[src/rtl/sertx_pkg.sv]
package sertx_pkg;
  localparam int DATA_W  = 8;
  localparam int FRAME_W = DATA_W + 4;
  localparam int CNT_W   = $clog2(FRAME_W + 1);

  typedef struct packed {
    logic len7;
    logic par_en;
    logic par_odd;
    logic stop2;
  } fmt_t;

  // Bit 0 leaves first; unused upper positions stay high (stop level).
  function automatic logic [FRAME_W-1:0] pack_frame(input logic [DATA_W-1:0] d,
                                                     input fmt_t f);
    logic [FRAME_W-1:0] fr;
    logic p;
    int nd;
    nd = f.len7 ? DATA_W - 1 : DATA_W;
    fr = '1;
    fr[0] = 1'b0;
    p = f.par_odd;
    for (int i = 0; i < DATA_W; i++) begin
      if (i < nd) begin
        fr[i+1] = d[i];
        p = p ^ d[i];
      end
    end
    if (f.par_en) fr[nd+1] = p;
    return fr;
  endfunction

  function automatic logic [CNT_W-1:0] frame_len(input fmt_t f);
    return CNT_W'(2 + DATA_W - int'(f.len7) + int'(f.par_en) + int'(f.stop2));
  endfunction
endpackage

[src/rtl/sertx_clkgen.sv]
module sertx_clkgen #(
  parameter int DIV_W = 8,
  parameter int OVS   = 16
) (
  input  logic             clk,
  input  logic             rst_n,
  input  logic             run,
  input  logic             tick_in,
  input  logic             src_div4,
  input  logic [DIV_W-1:0] brg_div,
  output logic             bit_tick
);
  localparam int SUB_W = $clog2(OVS);

  logic [1:0]       pre_q, pre_d;
  logic [DIV_W-1:0] brg_q, brg_d;
  logic [SUB_W-1:0] sub_q, sub_d;
  logic             src_tick, brg_pulse;

  assign src_tick  = tick_in && (!src_div4 || pre_q == 2'd3);
  assign brg_pulse = src_tick && (brg_q == '0);
  assign bit_tick  = brg_pulse && (sub_q == SUB_W'(OVS - 1));

  always_comb begin
    pre_d = pre_q;
    brg_d = brg_q;
    sub_d = sub_q;
    if (!run) begin
      pre_d = '0;
      brg_d = '0;
      sub_d = '0;
    end else begin
      if (tick_in)   pre_d = pre_q + 2'd1;
      if (src_tick)  brg_d = brg_pulse ? brg_div : brg_q - 1'b1;
      if (brg_pulse) sub_d = bit_tick ? '0 : sub_q + 1'b1;
    end
  end

  always_ff @(posedge clk or negedge rst_n) begin
    if (!rst_n) begin
      pre_q <= '0;
      brg_q <= '0;
      sub_q <= '0;
    end else begin
      pre_q <= pre_d;
      brg_q <= brg_d;
      sub_q <= sub_d;
    end
  end


  idle_quiet_chk: assert property (@(posedge clk) disable iff (!rst_n)
    !run |=> !bit_tick);
endmodule

[src/rtl/sertx_holdbuf.sv]
module sertx_holdbuf #(
  parameter int W = 8
) (
  input  logic         clk,
  input  logic         rst_n,
  input  logic         wr_en,
  input  logic [W-1:0] wr_data,
  input  logic         take,
  output logic         full,
  output logic [W-1:0] data
);
  logic         full_d;
  logic [W-1:0] data_d;
  logic         accept;

  assign accept = wr_en && !full;

  always_comb begin
    full_d = full;
    data_d = data;
    if (take)        full_d = 1'b0;
    else if (accept) full_d = 1'b1;
    if (accept)      data_d = wr_data;
  end

  always_ff @(posedge clk or negedge rst_n) begin
    if (!rst_n) begin
      full <= 1'b0;
      data <= '0;
    end else begin
      full <= full_d;
      data <= data_d;
    end
  end


  fill_needs_write_chk: assert property (@(posedge clk) disable iff (!rst_n)
    $rose(full) |-> $past(wr_en));

  full_keeps_byte_chk: assert property (@(posedge clk) disable iff (!rst_n)
    full && wr_en |=> data == $past(data));
endmodule

[src/rtl/sertx_shifter.sv]
module sertx_shifter
  import sertx_pkg::*;
(
  input  logic              clk,
  input  logic              rst_n,
  input  logic              run,
  input  logic              bit_tick,
  input  logic              have_data,
  input  logic [DATA_W-1:0] data,
  input  fmt_t              fmt,
  output logic              take,
  output logic              busy,
  output logic              done_evt,
  output logic              txd
);
  logic [FRAME_W-1:0] sr_q, sr_d;
  logic [CNT_W-1:0]   cnt_q, cnt_d;
  logic               busy_d, last;

  assign last     = busy && (cnt_q == CNT_W'(1));
  assign done_evt = run && bit_tick && last;
  assign take     = run && bit_tick && have_data && (!busy || last);
  assign txd      = sr_q[0];

  always_comb begin
    sr_d   = sr_q;
    cnt_d  = cnt_q;
    busy_d = busy;
    if (!run) begin
      sr_d   = '1;
      cnt_d  = '0;
      busy_d = 1'b0;
    end else if (take) begin
      sr_d   = pack_frame(data, fmt);
      cnt_d  = frame_len(fmt);
      busy_d = 1'b1;
    end else if (bit_tick && busy) begin
      sr_d   = {1'b1, sr_q[FRAME_W-1:1]};
      cnt_d  = cnt_q - 1'b1;
      busy_d = !last;
    end
  end

  always_ff @(posedge clk or negedge rst_n) begin
    if (!rst_n) begin
      sr_q  <= '1;
      cnt_q <= '0;
      busy  <= 1'b0;
    end else begin
      sr_q  <= sr_d;
      cnt_q <= cnt_d;
      busy  <= busy_d;
    end
  end


  start_low_chk: assert property (@(posedge clk) disable iff (!rst_n)
    $rose(busy) |-> !txd);

  abort_idle_chk: assert property (@(posedge clk) disable iff (!rst_n)
    !run |=> !busy && txd);
endmodule

[src/rtl/sertx_core.sv]
module sertx_core
  import sertx_pkg::*;
#(
  parameter int DIV_W = 8,
  parameter int OVS   = 16
) (
  input  logic              clk,
  input  logic              rst_n,
  input  logic              tick_in,
  input  logic              src_div4,
  input  logic [DIV_W-1:0]  brg_div,
  input  logic              tx_en,
  input  logic              len7,
  input  logic              par_en,
  input  logic              par_odd,
  input  logic              stop2,
  input  logic              irq_on_done,
  input  logic              wr_en,
  input  logic [DATA_W-1:0] wr_data,
  output logic              txd,
  output logic              buf_empty,
  output logic              shift_done,
  output logic              tx_irq
);
  logic [1:0]        rst_sync;
  logic              rst_q;
  logic              bit_tick, take, full, busy, done_evt, irq_d;
  logic [DATA_W-1:0] held;
  fmt_t              fmt;

  always_ff @(posedge clk or negedge rst_n) begin
    if (!rst_n) rst_sync <= 2'b00;
    else        rst_sync <= {rst_sync[0], 1'b1};
  end
  assign rst_q = rst_sync[1];

  assign fmt = '{len7: len7, par_en: par_en, par_odd: par_odd, stop2: stop2};

  sertx_clkgen #(.DIV_W(DIV_W), .OVS(OVS)) u_clk (
    .clk(clk), .rst_n(rst_q), .run(tx_en), .tick_in(tick_in),
    .src_div4(src_div4), .brg_div(brg_div), .bit_tick(bit_tick));

  sertx_holdbuf #(.W(DATA_W)) u_buf (
    .clk(clk), .rst_n(rst_q), .wr_en(wr_en), .wr_data(wr_data),
    .take(take), .full(full), .data(held));

  sertx_shifter u_sh (
    .clk(clk), .rst_n(rst_q), .run(tx_en), .bit_tick(bit_tick),
    .have_data(full), .data(held), .fmt(fmt), .take(take),
    .busy(busy), .done_evt(done_evt), .txd(txd));

  assign irq_d = irq_on_done ? done_evt : take;

  always_ff @(posedge clk or negedge rst_q) begin
    if (!rst_q) tx_irq <= 1'b0;
    else        tx_irq <= irq_d;
  end

  assign buf_empty  = !full;
  assign shift_done = !busy;


  irq_on_drain_chk: assert property (@(posedge clk) disable iff (!rst_q)
    $rose(buf_empty) && $past(!irq_on_done) |-> tx_irq);

  irq_on_finish_chk: assert property (@(posedge clk) disable iff (!rst_q)
    $rose(shift_done) && $past(tx_en) && $past(irq_on_done) |-> tx_irq);
endmodule

[config.mk]
export PLATFORM = sky130hd
export DESIGN_NAME = sertx_core
export DESIGN_NICKNAME = d
export VERILOG_FILES = /design/src/rtl/sertx_pkg.sv /design/src/rtl/sertx_clkgen.sv /design/src/rtl/sertx_holdbuf.sv /design/src/rtl/sertx_shifter.sv /design/src/rtl/sertx_core.sv
export SDC_FILE = /design/constraint.sdc
export NUM_CORES = 1
export LEC_CHECK = 0
export BUFFER_PORTS_ARGS = -buffer_cell sky130_fd_sc_hd__buf_2
export CAP_MARGIN = 20
export CORE_UTILIZATION = 51
export DETAILED_ROUTE_END_ITERATION = 8
export GPL_TIMING_DRIVEN = 1
export PLACE_DENSITY = 0.75
export SLEW_MARGIN = 20
export SYNTH_ARGS = -nofsm -noshare
export SYNTH_HDL_FRONTEND = slang
export SYNTH_SLANG_ARGS = --single-unit
[constraint.sdc]
create_clock -name clk -period 1.3 [get_ports clk]
set_clock_uncertainty 0.1 [all_clocks]
set_input_delay 0 -clock clk [delete_from_list [all_inputs] [get_ports clk]]
set_output_delay 0 -clock clk [all_outputs]
set_load 0.02 [all_outputs]
; ---- Yosys cells after proc, flatten, opt, wreduce, memory -nomap -nowiden
; Cells that the tools add are included.
[word_totals]
ff_bits = 43
in_bits = 27
out_inout_bits = 4
elab_cells = 135
[op_classes]
addsub = 8
magnitude_cmp = 10
n_eq_ne = 7
muxes = 73
bitwise_logic = 8
reduce_logical = 19
[ops]
columns = op, count
row1 = $lt 4x32->1 const A, 4
row2 = $lt 3x32->1 const A, 2
row3 = $mux 1, 55
row4 = $mux 12, 4
row5 = $add 32x2->32 const B, 1
row6 = $ge 32x1->1 const B, 1
row7 = $lt 1x32->1 const A, 1
row8 = $lt 2x32->1 const A, 1
row9 = $lt 32x6->1 const B, 1
row10 = $mux 4, 7
row11 = $mux 8, 3
row12 = $bwmux 12, 1
row13 = $logic_and 1x1->1, 11
row14 = $add 4x2->4, 2
row15 = $logic_not 8->1, 1
row16 = $sub 8x1->8 const B, 1
row17 = $xor 1x1->1, 8
row18 = $add 4x1->4 const B, 1
row19 = $demux 1 s4, 1
row20 = $eq 4x1->1 const B, 1
row21 = $eq 4x4->1 const B, 1
row22 = $logic_not 1->1, 4
row23 = $mux 2, 2
row24 = $ne 2x1->1 const B, 2
row25 = 8 further kinds, 9

; ---- Logic depth before layout (Yosys ltp)
[depth]
word_depth = 42
mapped_depth = 9
ltp_nobuf = 8

; ---- By module
; A second synthesis with hierarchy kept.
[hier_totals]
hier_cells = 214
area_unflattened_um2 = 2328.5
[by_module_without_submodules]
columns = module, instances, cells_each, area_per_inst_um2, seq_area_each_um2
row1 = sertx_shifter, 1, 97, 989.7, 387.9
row2 = sertx_clkgen, 1, 89, 859.6, 350.3
row3 = sertx_holdbuf, 1, 21, 377.9, 225.2
row4 = sertx_core, 1, 7, 101.3, 75.1

; ---- Worst setup path after synthesis
; Ideal clock, no wire load.
[synth_timing]
kind = register to register
from = reg u_sh.cnt_q[1]
to = reg u_sh.cnt_q[1]
setup_ps = 74
t_arrival_ps = 2117
required_time_ps = 1126
slack_ps = -991
stages_incl_launch_ff = 9
path_buffers = 1
synth_period_minus_slack_ps = 2291
path_cell_list = dfrtp_1 -> inv_1 -> ha_1 -> or3b_1 -> a21o_1 -> or3_1 -> buf_6 -> a221o_1 -> a21oi_2
[synth_between]
elab_chain_cells = 6
word_cells_on_any_way = 9
cone_classes = 1 x add/sub / 2 x eq/ne / 3 x mux / 3 x reduce/logical
[synth_rtl]
columns = element, line
row1 = start: declaration, sertx_shifter.sv:17  ; logic [CNT_W-1:0] cnt_q, cnt_d;
row2 = start signal: assignment, sertx_shifter.sv:51  ; cnt_q <= cnt_d;
row3 = "parallel branches: the longest is 6 deep, another holds $sub 4x1->4", --
; Parallel ways; which one is timed is not known. The select of a mux whose other input is x is not followed.
; A chain may end at the register's enable or synchronous reset.

; ---- Worst setup path in the final report
; Same ends and word-level chain as after synthesis.

==> results.json <==
{
  "cp-end-kind": "flip-flop",
  "globalRouteOverflowTotal": 0,
  "antenna_left": 0,
  "synthesis.nets": 268,
  "io_pins": 31,
  "min_period_ns": 2.28,
  "h-tree-depth": 2,
  "drt_iter0_drc": 311,
  "clkTransAtPathRegs_ns": 0.09,
  "antenna_found_initial": 0,
  "total_power_uw": 3350,
  "ff2ff_path_depth": 8,
  "status": "finished with violations",
  "drtPass1Iterations": 5,
  "yosysWarningCount": 0,
  "regToRegStartpoint": "u_sh.cnt_q[1]",
  "syn2layout_area_growth_pct": 62.1,
  "critPathArrivalTime_ns": 2.39,
  "dieArea_um2": 4760,
  "power_density_nw_per_um2": 905,
  "syn_area_um2": 2290,
  "initial_core_util": 0.552,
  "irDropWorstVdd_uv": 928,
  "rows": 23,
  "dieWidth_um": 69.0,
  "crit_type": "flip-flop to flip-flop",
  "post-route-period-util": 1.76,
  "worst_pin_slew_ns": 0.580,
  "rsz0062_at_grt": "true",
  "routedWlPerCell_um": 23.9,
  "synth_edf_count": 0,
  "cp-start-kind": "flip-flop",
  "grt_pass1_vias": 2496,
  "grt_first_pass_wirelength_um": 12000,
  "grtUsageTotal": 0.359,
  "cts.sinks": 41,
  "regToRegEndpoint": "u_sh.cnt_q[1]",
  "layout.cells.non_filler": 402,
  "insertion_delay_ns": 0.31,
  "vias": 2615,
  "regArea_um2": 1040,
  "synthFlopType": "dfrtp_1",
  "final_common_cell": "buf_4",
  "clock_path_buffers": 2,
  "die_h_um": 69.0,
  "cts_buffers": 5,
  "layout.nets": 387,
  "multi_input_area_um2": 1490,
  "drc": 0,
  "synth_cell_types": 47,
  "postLayoutCoreUtil": 0.895,
  "fillers": 178,
  "hold_violations": 0,
  "hp-class": "input port to flip-flop",
  "cap_violations": 0,
  "core_region_area_um2": 4140,
  "final.setup.worst_slack_ns": -0.984,
  "violations": "setup timing",
  "io_buffers": 30,
  "synthArstFlopShare": 1.00,
  "cp.required_ns": 1.41,
  "drive_gt1_frac": 0.543,
  "slew_violations": 0,
  "dp_hpwl_um": 4290,
  "p_leak_uw": 0.00163,
  "synthCells": 232,
  "drt_wl_total_um": 9590,
  "layout_common_cells": "buf_4 (61), buf_2 (30), dfrtp_1 (30)",
  "critPathMaxFanout": 2,
  "n_antenna_cell": 0,
  "max_freq_mhz": 438,
  "gp_congestion": 0.873,
  "cp-endpoint": "u_sh.cnt_q[1]",
  "r2r_slack_ns": -0.98,
  "avgSynthCellArea_um2": 9.86,
  "cts_root_buf": "clkbuf_8",
  "ys_ff_latch": 41,
  "cts_tree": "yes",
  "ys_seq_area_frac": 0.454,
  "holdWs_ns": 0.0227,
  "crit_start": "u_sh.cnt_q[1]",
  "dp_cells": 365,
  "slew_headroom": 0.610,
  "grt_max_degree": 16,
  "viasPerCell": 6.50,
  "finalSetupViolations": 37
}
==> layer usage <==
| metal | part of all wire | vias up | GRT usage |
|---|---|---|---|
| met1 | 0.36 | 1264 | 0.424 |
| li1 | - | 1072 | - |
| met2 | 0.50 | 219 | 0.606 |
| met3 | 0.090 | 60 | 0.0789 |
| met5 | 0 | - | 0 |
| met4 | 0.051 | 0 | 0.186 |
==> flip-flops by register name, summed over array words and instances (netlist names) <==
signal / count
u_buf.full: 1
tx_irq: 1
u_clk.brg_q: 8
rst_sync: 2
u_sh.busy: 1
u_clk.sub_q: 4
u_buf.data: 8
u_sh.sr_q: 10
u_sh.cnt_q: 4
u_clk.pre_q: 2
==> cell usage after synthesis (2+ instances only) <==
master,count,area share
o21a_1,4,0.013
a211oi_1,5,0.016
a21o_1,3,0.0098
nor4_1,2,0.0055
nand3_1,5,0.011
nand2_1,17,0.028
nor2b_1,2,0.0055
dfrtp_1,31,0.34
or3_1,3,0.0082
a22oi_1,2,0.0066
and4_1,2,0.0077
xnor2_1,10,0.038
o31ai_1,3,0.0098
o32ai_1,7,0.027
a22o_1,2,0.0077
a21oi_1,15,0.033
mux2i_1,2,0.0088
nor2_1,20,0.033
nor3b_1,2,0.0066
clkbuf_1,10,0.016
inv_1,13,0.021
and3_1,2,0.0055
and2_1,4,0.011
dfstp_2,10,0.11
mux2_2,9,0.044
nand2b_1,2,0.0055
ha_1,9,0.049
o21ai_0,9,0.020
a221oi_1,2,0.0077
nor3_1,8,0.018
==> area by class of cell <==
type / instances / area share
multi-input combinational: 166 / 0.402
sequential: 41 / 0.280
timing repair buffer: 124 / 0.264
clock buffer: 5 / 0.0186
tap: 50 / 0.0169
inverter: 13 / 0.0132
clock inverter: 3 / 0.00472
==> per-stage QoR <==
step           setup TNS, ns  area (µm²)  worst slack, ns
6_report              -23.87        3710           -0.984
5_1_grt               -25.08        3710           -0.993
4_1_cts               -19.23        3510           -0.829
3_5_place_dp          -20.20        3020           -0.831
3_3_place_gp          -19.14        3020           -0.781
2_1_floorplan         -16.44        2400           -0.886
==> worst min-delay path by stage <==
stage                    start              to  slack (ns)  cells after the start
finish                   tx_en       u_sh.busy        0.02                      4
CTS                 brg_div[5]  u_clk.brg_q[5]       0.002                      4
global route        brg_div[4]  u_clk.brg_q[4]        0.02                      3
detailed placement       rst_n     rst_sync[0]       -0.31                      1
floorplan                rst_n     rst_sync[0]       -0.40                      0
global placement         rst_n     rst_sync[0]       -0.31                      1
==> what timing repair did <==
item / CTS / global route
buffers inserted: 7 / 4
endpoints found under the hold margin: 24 / 0
hold buffers: 18 / 0
cloned: 1 / 0
gates resized for setup: 44 / 41
endpoints found under the setup margin: 37 / 37
pin swaps: 5 / 12
==> worst max-delay path, cell delays in order (launching register included) <==
cell and delay (ns):
dfrtp_1 0.42, inv_2 0.11, ha_4 0.14, or3b_4 0.38
buf_4 0.16, and2_1 0.20, nor4_1 0.35, a221o_1 0.24
a21oi_2 0.06
==> cell families (layout without fill, tap and decap cells) <==
kind of cell | count (synthesis) | after routing | synth area share
and+or+nand+nor | 77 | 77 | 0.186
xor gates and xnor gates | 11 | 11 | 0.0421
muxes | 11 | 11 | 0.0531
adders and majority gates | 9 | 9 | 0.0492
other | 1 | 1 | 0.00164
DFF | 41 | 41 | 0.454
buffers and inverters | 25 | 145 | 0.0449
AOI/OAI and AO/OA | 57 | 57 | 0.169
==> power breakdown <==
group | switching, µW | total (µW) | leakage (µW) | internal, µW
Sequential | 76.2 | 1430 | 0.000509 | 1350
Combinational | 514 | 1060 | 0.00107 | 543
Clock | 501 | 872 | 0.0000439 | 372
Total | 1090 | 3350 | 0.00163 | 2260
(Power assumes the default switching activity.)
